<file path="src/rtl/dacw_pkg.sv">
package dacw_pkg;
    // Bus line positions inside the power control register
    localparam int LINE_CLK_POS = 0;
    localparam int LINE_DAT_POS = 1;

    // Fixed bytes of the DAC write
    localparam logic [7:0] DEV_BYTE = 8'h9C;
    localparam logic [7:0] SUB_BYTE = 8'h00;

    // Number of byte/ack slots in the bits segment
    localparam int NUM_SLOTS = 6;

    typedef enum logic [1:0] {
        SEG_START,
        SEG_BITS,
        SEG_STOP
    } seg_t;

    typedef enum logic [1:0] {
        ST_IDLE,
        ST_ISSUE,
        ST_SETTLE,
        ST_DONE
    } fsm_t;
endpackage

</file>
<file path="src/rtl/dacw_settle.sv">
module dacw_settle #(
    parameter int SETTLE_CYC = 2500
) (
    input  logic clk,
    input  logic rst_n,
    input  logic load_i,
    output logic expired_o
);
    localparam int CW = (SETTLE_CYC < 2) ? 1 : $clog2(SETTLE_CYC);
    localparam logic [CW-1:0] RELOAD = CW'(SETTLE_CYC - 1);

    logic [CW-1:0] cnt_q;

    always_ff @(posedge clk or negedge rst_n) begin
        if (!rst_n) begin
            cnt_q <= '0;
        end else if (load_i) begin
            cnt_q <= RELOAD;
        end else if (cnt_q != '0) begin
            cnt_q <= cnt_q - 1'b1;
        end
    end

    assign expired_o = (cnt_q == '0);


    cnt_range_chk: assert property (@(posedge clk) disable iff (!rst_n)
        cnt_q <= RELOAD);
endmodule

</file>
<file path="src/rtl/dacw_step.sv">
module dacw_step
    import dacw_pkg::*;
(
    input  logic       clk,
    input  logic       rst_n,
    input  logic       init_i,
    input  logic       adv_i,
    input  logic [7:0] dac_val_i,
    output logic       scl_o,
    output logic       sda_o,
    output logic       last_o
);
    seg_t       seg_q;
    logic [1:0] ph_q;
    logic [2:0] bit_q;
    logic [2:0] slot_q;

    logic       is_ack;
    logic [7:0] cur_byte;

    assign is_ack = slot_q[0];

    always_comb begin
        unique case (slot_q[2:1])
            2'd0:    cur_byte = DEV_BYTE;
            2'd1:    cur_byte = SUB_BYTE;
            default: cur_byte = dac_val_i;
        endcase
    end

    // Line levels for the current write
    always_comb begin
        scl_o = 1'b0;
        sda_o = 1'b0;
        unique case (seg_q)
            SEG_START: begin
                scl_o = (ph_q != 2'd2);
                sda_o = (ph_q == 2'd0);
            end
            SEG_BITS: begin
                scl_o = (ph_q == 2'd1);
                sda_o = is_ack ? 1'b0 : cur_byte[3'd7 - bit_q];
            end
            default: begin
                scl_o = (ph_q != 2'd0);
                sda_o = (ph_q == 2'd2);
            end
        endcase
    end

    assign last_o = (seg_q == SEG_STOP) && (ph_q == 2'd2);

    always_ff @(posedge clk or negedge rst_n) begin
        if (!rst_n) begin
            seg_q  <= SEG_START;
            ph_q   <= '0;
            bit_q  <= '0;
            slot_q <= '0;
        end else if (init_i) begin
            seg_q  <= SEG_START;
            ph_q   <= '0;
            bit_q  <= '0;
            slot_q <= '0;
        end else if (adv_i) begin
            if (ph_q != 2'd2) begin
                ph_q <= ph_q + 1'b1;
            end else begin
                ph_q <= '0;
                unique case (seg_q)
                    SEG_START: begin
                        seg_q  <= SEG_BITS;
                        bit_q  <= '0;
                        slot_q <= '0;
                    end
                    SEG_BITS: begin
                        if (is_ack || bit_q == 3'd7) begin
                            bit_q <= '0;
                            if (slot_q == 3'(NUM_SLOTS - 1)) begin
                                seg_q <= SEG_STOP;
                            end else begin
                                slot_q <= slot_q + 1'b1;
                            end
                        end else begin
                            bit_q <= bit_q + 1'b1;
                        end
                    end
                    default: seg_q <= SEG_STOP;
                endcase
            end
        end
    end


    ph_range_chk: assert property (@(posedge clk) disable iff (!rst_n)
        ph_q != 2'd3);

    ack_bit_chk: assert property (@(posedge clk) disable iff (!rst_n)
        (seg_q == SEG_BITS && is_ack) |-> bit_q == 3'd0);

    slot_range_chk: assert property (@(posedge clk) disable iff (!rst_n)
        slot_q < 3'(NUM_SLOTS));
endmodule

</file>
<file path="src/rtl/dacw_writer.sv">
module dacw_writer
    import dacw_pkg::*;
#(
    parameter int REG_W      = 8,
    parameter int ADDR_W     = 3,
    parameter int PWR_ADDR   = 3,
    parameter int SETTLE_CYC = 2500
) (
    input  logic              clk,
    input  logic              rst_n,
    input  logic              start_i,
    input  logic [7:0]        dac_val_i,
    input  logic [REG_W-1:0]  base_i,
    output logic              wr_valid_o,
    output logic [ADDR_W-1:0] wr_addr_o,
    output logic [REG_W-1:0]  wr_data_o,
    input  logic              wr_ready_i,
    output logic              busy_o,
    output logic              done_o
);
    localparam logic [REG_W-1:0] LINE_MASK =
        (REG_W'(1) << LINE_CLK_POS) | (REG_W'(1) << LINE_DAT_POS);

    fsm_t             state_q, state_d;
    logic [REG_W-1:0] base_q;
    logic [7:0]       val_q;
    logic             scl, sda, last_wr, expired;
    logic             accept, load_settle, adv_step;

    assign accept      = (state_q == ST_IDLE) && start_i;
    assign load_settle = (state_q == ST_ISSUE) && wr_ready_i;
    assign adv_step    = (state_q == ST_SETTLE) && expired && !last_wr;

    always_comb begin
        state_d = state_q;
        unique case (state_q)
            ST_IDLE:   if (start_i) state_d = ST_ISSUE;
            ST_ISSUE:  if (wr_ready_i) state_d = ST_SETTLE;
            ST_SETTLE: if (expired) state_d = last_wr ? ST_DONE : ST_ISSUE;
            ST_DONE:   state_d = ST_IDLE;
        endcase
    end

    always_ff @(posedge clk or negedge rst_n) begin
        if (!rst_n) begin
            state_q <= ST_IDLE;
        end else begin
            state_q <= state_d;
        end
    end

    always_ff @(posedge clk or negedge rst_n) begin
        if (!rst_n) begin
            base_q <= '0;
            val_q  <= '0;
        end else if (accept) begin
            base_q <= base_i;
            val_q  <= dac_val_i;
        end
    end

    dacw_step u_step (
        .clk      (clk),
        .rst_n    (rst_n),
        .init_i   (accept),
        .adv_i    (adv_step),
        .dac_val_i(val_q),
        .scl_o    (scl),
        .sda_o    (sda),
        .last_o   (last_wr)
    );

    dacw_settle #(.SETTLE_CYC(SETTLE_CYC)) u_settle (
        .clk      (clk),
        .rst_n    (rst_n),
        .load_i   (load_settle),
        .expired_o(expired)
    );

    always_comb begin
        wr_valid_o = (state_q == ST_ISSUE);
        wr_addr_o  = ADDR_W'(PWR_ADDR);
        wr_data_o  = (base_q & ~LINE_MASK)
                   | (REG_W'(scl) << LINE_CLK_POS)
                   | (REG_W'(sda) << LINE_DAT_POS);
        busy_o     = (state_q != ST_IDLE);
        done_o     = (state_q == ST_DONE);
    end


    hold_stable_chk: assert property (@(posedge clk) disable iff (!rst_n)
        (wr_valid_o && !wr_ready_i) |=> (wr_valid_o && $stable(wr_data_o)));

    settle_gap_chk: assert property (@(posedge clk) disable iff (!rst_n)
        (wr_valid_o && wr_ready_i) |=> !wr_valid_o);

    done_pulse_chk: assert property (@(posedge clk) disable iff (!rst_n)
        done_o |=> (!done_o && !busy_o));

    done_quiet_chk: assert property (@(posedge clk) disable iff (!rst_n)
        done_o |-> !wr_valid_o);

    busy_keep_chk: assert property (@(posedge clk) disable iff (!rst_n)
        (busy_o && !done_o && start_i) |=> busy_o);
endmodule

</file>
<file path="config.mk">
export PLATFORM = sky130hd
export DESIGN_NAME = dacw_writer
export DESIGN_NICKNAME = d
export VERILOG_FILES = /design/src/rtl/dacw_pkg.sv /design/src/rtl/dacw_settle.sv /design/src/rtl/dacw_step.sv /design/src/rtl/dacw_writer.sv
export SDC_FILE = /design/constraint.sdc
export NUM_CORES = 1
export LEC_CHECK = 0
export ABC_AREA = 1
export BUFFER_PORTS_ARGS = -buffer_cell sky130_fd_sc_hd__buf_2
export CORE_MARGIN = 4
export CORE_UTILIZATION = 27
export CTS_CLUSTER_SIZE = 28
export DETAILED_ROUTE_END_ITERATION = 10
export GPL_ROUTABILITY_DRIVEN = 0
export PLACE_DENSITY = 0.47
export SLEW_MARGIN = 10
export SYNTH_ARGS = -nofsm -noshare
export SYNTH_HDL_FRONTEND = slang
export SYNTH_HIERARCHICAL = 1
export SYNTH_SLANG_ARGS = --single-unit
</file>
<file path="constraint.sdc">
create_clock -name clk -period 3.2 [get_ports clk]
set_clock_uncertainty 0.15 [all_clocks]
set_input_delay 0.16 -clock clk [delete_from_list [all_inputs] [get_ports clk]]
set_output_delay 0.16 -clock clk [all_outputs]
set_load 0.02 [all_outputs]
</file>
# After elaboration in Yosys (flattened, before gate mapping)
# Index checks and enable logic that the tools add are counted.
[totals] ff_bits=40 output_inout_bits=14 inputBits=20 wordCells=89
[classes] n_reduce_logical=22 n_bitwise=2 n_mux=33 n_eq_ne=18 magnitude_cmp=1 add_sub_neg=5
[ops] cell="$mux W3" count=9
[ops] cell="$mux W12" count=2
[ops] cell="$mux W2" count=12
[ops] cell="$pmux W8 S2" count=1
[ops] cell="$logic_not A12 Y1" count=1
[ops] cell="$pmux W3 S2" count=2
[ops] cell="$reduce_bool A12 Y1" count=1
[ops] cell="$sub A12 B1 Y12 const B" count=1
[ops] cell="$eq A2 B1 Y1 const B" count=4
[ops] cell="$eq A2 B2 Y1 const B" count=4
[ops] cell="$logic_not A2 Y1" count=4
[ops] cell="$ne A2 B2 Y1 const B" count=4
[ops] cell="$or A8 B1 Y8" count=1
[ops] cell="$or A8 B2 Y8" count=1
[ops] cell="$pmux W2 S4" count=1
[ops] cell="$reduce_bool A2 Y1" count=4
[ops] cell="$add A3 B1 Y3 const B" count=2
[ops] cell="$eq A3 B3 Y1 const B" count=2
[ops] cell="$ne A3 B2 Y1 const B" count=2
[ops] cell="$reduce_and A3 Y1" count=2
[ops] cell="$logic_and A1 B1 Y1" count=5
[ops] cell="$reduce_and A5 Y1" count=1
[ops] cell="$lt A3 B4 Y1 const B" count=1
[ops] cell="$pmux W1 S2" count=2
[ops] cell="11 further kinds" count=12

# Logic depth before layout (Yosys ltp)
[depth] word_depth=7 depth_mapped=14 depth_no_buf=14

# Hierarchy
# The synthesis kept the hierarchy.
[modules_own_cells] mod="dacw_settle" area_per_inst_um2=780.7 seq_area_each_um2=300.3 n_inst=1 cells_each=112
[modules_own_cells] mod="dacw_writer" area_per_inst_um2=762.0 seq_area_each_um2=400.4 n_inst=1 cells_each=92
[modules_own_cells] mod="dacw_step" area_per_inst_um2=743.2 seq_area_each_um2=250.2 n_inst=1 cells_each=104

# Least setup slack after synthesis
# OpenSTA, ideal clock, no wires.
[synth_path] path_kind="register -> register" from="register u_settle.cnt_q[0]" to="register u_step.slot_q[2]" path_stages_with_launch=14 slack_ns=0.804 arrival_ns=2.125 cell_sequence="dfrtp_1 -> inv_2 -> ha_1 -> inv_1 -> nor2_1 -> nand4_2 -> inv_1 -> inv_1 -> nor4_1 -> nand2_2 -> o21ai_4 -> nand3_4 -> nand2_1 -> o21ai_1"
[synth_via] elab_chain_len=5
[synth_rtl] item="start, declared" line="dacw_settle.sv:12" source="logic [CW-1:0] cnt_q;"
[synth_rtl] item="start signal, assigned" line="dacw_settle.sv:20" source="cnt_q <= cnt_q - 1'b1;"
[synth_rtl] item="$logic_not A12 Y1" line="dacw_settle.sv:24" source="assign expired_o = (cnt_q == '0);"
[synth_rtl] item="net expired" line="dacw_writer.sv:27" source="logic scl, sda, last_wr, expired;"
[synth_rtl] item="$logic_and A1 B1 Y1 (2 in series)" line="dacw_writer.sv:32" source="assign adv_step = (state_q == ST_SETTLE) && expired && !last_wr;"
[synth_rtl] item="net adv_step" line="dacw_writer.sv:28" source="logic accept, load_settle, adv_step;"
[synth_rtl] item="$reduce_bool A2 Y1 (no source line)"
[synth_rtl] item="$reduce_and A5 Y1 (no source line)"
[synth_rtl] item="end signal, assigned" line="dacw_step.sv:81" source="slot_q <= slot_q + 1'b1;"
[synth_rtl] item="end, declared" line="dacw_step.sv:16" source="logic [2:0] slot_q;"
# The timed path passes the listed nets, and every way through them passes these cells.
# A chain may end at the register's enable or synchronous reset.

# Worst setup path after layout
[layout_path] from="register u_settle.cnt_q[1]" to="register u_step.slot_q[2]"
# The elaborated chain is that of the path after synthesis.

==> flow_metrics.py <==
metrics = {
    "pwr": {
        "power_mw": 1.08,
        "p_per_area_mw_per_mm2": 390,
        "ir_worst_vdd_v": 0.000157,
        "p_leak_nw": 1.47,
    },
    "floorplan": {
        "die_h_um": 100,
        "initial_utilization_pct": 27.8,
        "placementRows": 33,
        "io_pins": 34,
        "dieWidth_um": 100,
        "dieArea_sq_mm": 0.0100,
        "core-area_sq_mm": 0.00822,
    },
    "final_layout": {
        "nNetsFinal": 378,
        "syn_to_final_growth_pct": 20.8,
        "final_cell_area_sq_mm": 0.00276,
        "fillers": 900,
        "drive_gt1_share_pct": 19.3,
        "multi_input_area_sq_mm": 0.00108,
        "register_area_sq_um": 951,
        "utilization_pct": 33.6,
        "stdcell_count": 458,
        "antenna_cells": 0,
    },
    "global_routing": {
        "grt_pass1_vias": 1912,
        "grtUsageTotal_pct": 10.5,
        "gr-total-overflow": 0,
        "grt_antenna_before_repair": 0,
        "grt_max_degree": 39,
        "grt_pass1_wl_um": 8570,
    },
    "sta": {
        "rsz0062_at_grt": "false",
        "slew_violations": 0,
        "whs_ns": 0.0344,
        "period_share_pct": 74.4,
        "hold_viol_final": 0,
        "min_period_ns": 2.38,
        "worst_pin_slew_ns": 0.865,
        "tns_ns": 0,
        "max_freq_ghz": 0.420,
        "final-setup-viol-count": 0,
        "setup_ws_ns": 0.818,
        "relSlewSlack_pct": 42.3,
    },
    "clocking": {
        "clock_latency_ns": 0.30,
        "post_cts_resized": 0,
        "clk_pin_slew_ns": 0.08,
        "cts_root_buf": "clkbuf_8",
        "cts.sinks": 38,
        "htreeDepth": 2,
        "tritoncts": "built",
        "postCtsSetupRepairBufs": 0,
        "cts_buffer_depth": 2,
        "cts_made_buffers": 5,
    },
    "critical_path": {
        "path_depth": 14,
        "crit_start": "u_settle/cnt_q[1]$_DFFE_PN0P_",
        "required_ns": 3.24,
        "cp_top_family": "simple AND/OR/NAND/NOR gates",
        "cpMostUsedCell": "inv_1",
        "end_kind": "register",
        "rr_worst_depth": 14,
        "r2r_end": "u_step/slot_q[2]$_DFFE_PN0P_",
        "cp_slowest_cell": "dfrtp_1",
        "critical_path_buf_inv_count": 5,
        "crit_path_cell_trace": "inv_1, ha_1, inv_1, nor2_1, nand4_2, inv_1, inv_1, nor4_1, buf_4, nand2_2, o21ai_4, nand3_4, nand2_1, o21ai_1",
        "r2r_slack_ns": 0.82,
        "crit_path_max_incr_delay_ns": 0.41,
        "crit_end": "u_step/slot_q[2]$_DFFE_PN0P_",
        "cp-start-kind": "register",
        "cp_data_arrival_time_ns": 2.42,
        "criticalPathCategory": "reg -> reg",
        "cp_max_fo": 7,
        "worstReg2RegStart": "u_settle/cnt_q[1]$_DFFE_PN0P_",
    },
    "yosys": {
        "avgSynthCellArea_sq_um": 7.42,
        "syn_inst": 308,
        "synth_edf_count": 0,
        "synth_top_area_share_pct": 41.6,
        "synth_area_leader_cell": "dfrtp_1",
        "ys_types": 34,
        "syn_area_sq_mm": 0.00229,
        "yosys_warnings": 6,
        "ys_seq_elements": 38,
        "synthFlopType": "dfrtp_1",
        "synthArstFlopShare_pct": 100,
        "synth.area.top_cells": "dfrtp_1, nand2_1, inv_1, nand3_1, nor2_1",
        "yosysSeqAreaShare_pct": 41.6,
    },
    "detailed_routing": {
        "routed_wl_um": 4840,
        "vias": 1961,
        "drtIter0Drc": 48,
        "antenna_left": 0,
        "via_per_inst": 4.28,
        "wl_per_cell_um": 10.6,
        "drc_errors": 0,
        "dr.pass1.iters": 4,
    },
    "placed_design": {
        "dp_slack_ns": 0.814,
        "hpwlAfterDp_um": 3440,
        "port_buffers": 28,
        "placed_cell_area_sq_mm": 0.00250,
        "placed_cells_incl_taps": 435,
    },
    "run": {
        "timing.max_cap.violations": 0,
    },
    "hold_path": {
        "hold_class": "in -> reg",
    },
    "status": {
        "outcome": "finished, final reports clean",
    },
}
flip-flops by register name, indices dropped and copies added (netlist names):
register / cells
u_step/ph_q: 2
u_step/bit_q: 3
val_q: 8
u_step/seg_q: 2
base_q: 6
state_q: 2
u_step/slot_q: 3
u_settle/cnt_q: 12
worst min-delay path: stages:
cell and delay [ns]:
buf_2 0.07, inv_1 0.04, nand3_1 0.09, o21ai_0 0.08
power by group:
part / internal (mW) / switching (mW)
logic: 0.0506 / 0.0643
registers: 0.505 / 0.0286
clock network: 0.232 / 0.195
area by class of cell:
| class | instances | area share, % |
|---|---|---|
| Clock buffer | 5 | 2.49 |
| Clock inverter | 3 | 1.63 |
| Inverter | 47 | 6.48 |
| Multi-Input combinational cell | 215 | 39.1 |
| Sequential cell | 38 | 34.4 |
| Tap cell | 105 | 4.76 |
| Timing Repair Buffer | 45 | 11.1 |
how the worst min path moves through the flow:
stage	to	cells past startpoint	slack (ns)	start
floorplan	base_q[2]$_DFFE_PN0P_	0	-0.29	rst_n
global placement	u_step/seg_q[0]$_DFFE_PN0P_	1	0.20	rst_n
detailed placement	u_step/seg_q[0]$_DFFE_PN0P_	1	0.19	rst_n
CTS	state_q[0]$_DFFE_PN0P_	4	0.03	wr_ready_i
global route	state_q[0]$_DFFE_PN0P_	4	0.05	wr_ready_i
finish	state_q[0]$_DFFE_PN0P_	4	0.03	wr_ready_i
cells in the mapped netlist, drive strengths merged, types with 2 or more instances:
library cell  count
nor2             36
conb              2
nand4             5
buf               9
ha                6
nand2           107
nor3              6
nand3            25
nand3b            2
a21oi             6
xnor2             2
o21ai            14
dfrtp            38
inv              46
timing repair:
action | 4_1_cts | 5_1_grt
hold buffers | 15 | 0
endpoints found under the setup margin | 0 | 0
endpoints found under the hold margin | 52 | 0
layout by cell type, fill, tap and decap left out, drive strengths merged:
master       netlist  layout
a21oi              6       6
clkinv             1       1
nor2              36      36
clkinvlp           0       2
nor3               6       6
ha                 6       6
nand3b             2       2
inv               46      46
nand2            107     107
buf                9      30
bufinv             0       1
nor4               1       1
nand4              5       5
conb               2       3
dfrtp             38      38
nand3             25      25
xnor2              2       2
o21ai             14      14
a211oi             1       1
clkbuf             0       5
dlygate4sd3        0      15
or2                1       1
layer usage:
| metal | share of wire, % | global-route usage [%] | vias to the layer above |
|---|---|---|---|
| met5 | 0 | 0 | - |
| met4 | 1.6 | 3.32 | 0 |
| met3 | 3.9 | 2.29 | 8 |
| met2 | 43 | 16.4 | 32 |
| met1 | 52 | 14.6 | 891 |
| li1 | - | - | 1030 |
cells by family (layout without fill, tap and decap cells):
| group | count (synthesis) | count (layout) | share of synthesized area (%) |
|---|---|---|---|
| AOI/OAI and AO/OA | 21 | 21 | 5.20 |
| xor gates and xnor gates | 2 | 2 | 0.766 |
| adders and majority gates | 6 | 6 | 3.28 |
| buffers and inverters | 56 | 100 | 11.3 |
| DFF | 38 | 38 | 41.6 |
| other | 2 | 3 | 0.329 |
| and+or+nand+nor | 183 | 183 | 37.5 |
Power figures use the tool's default switching activity.
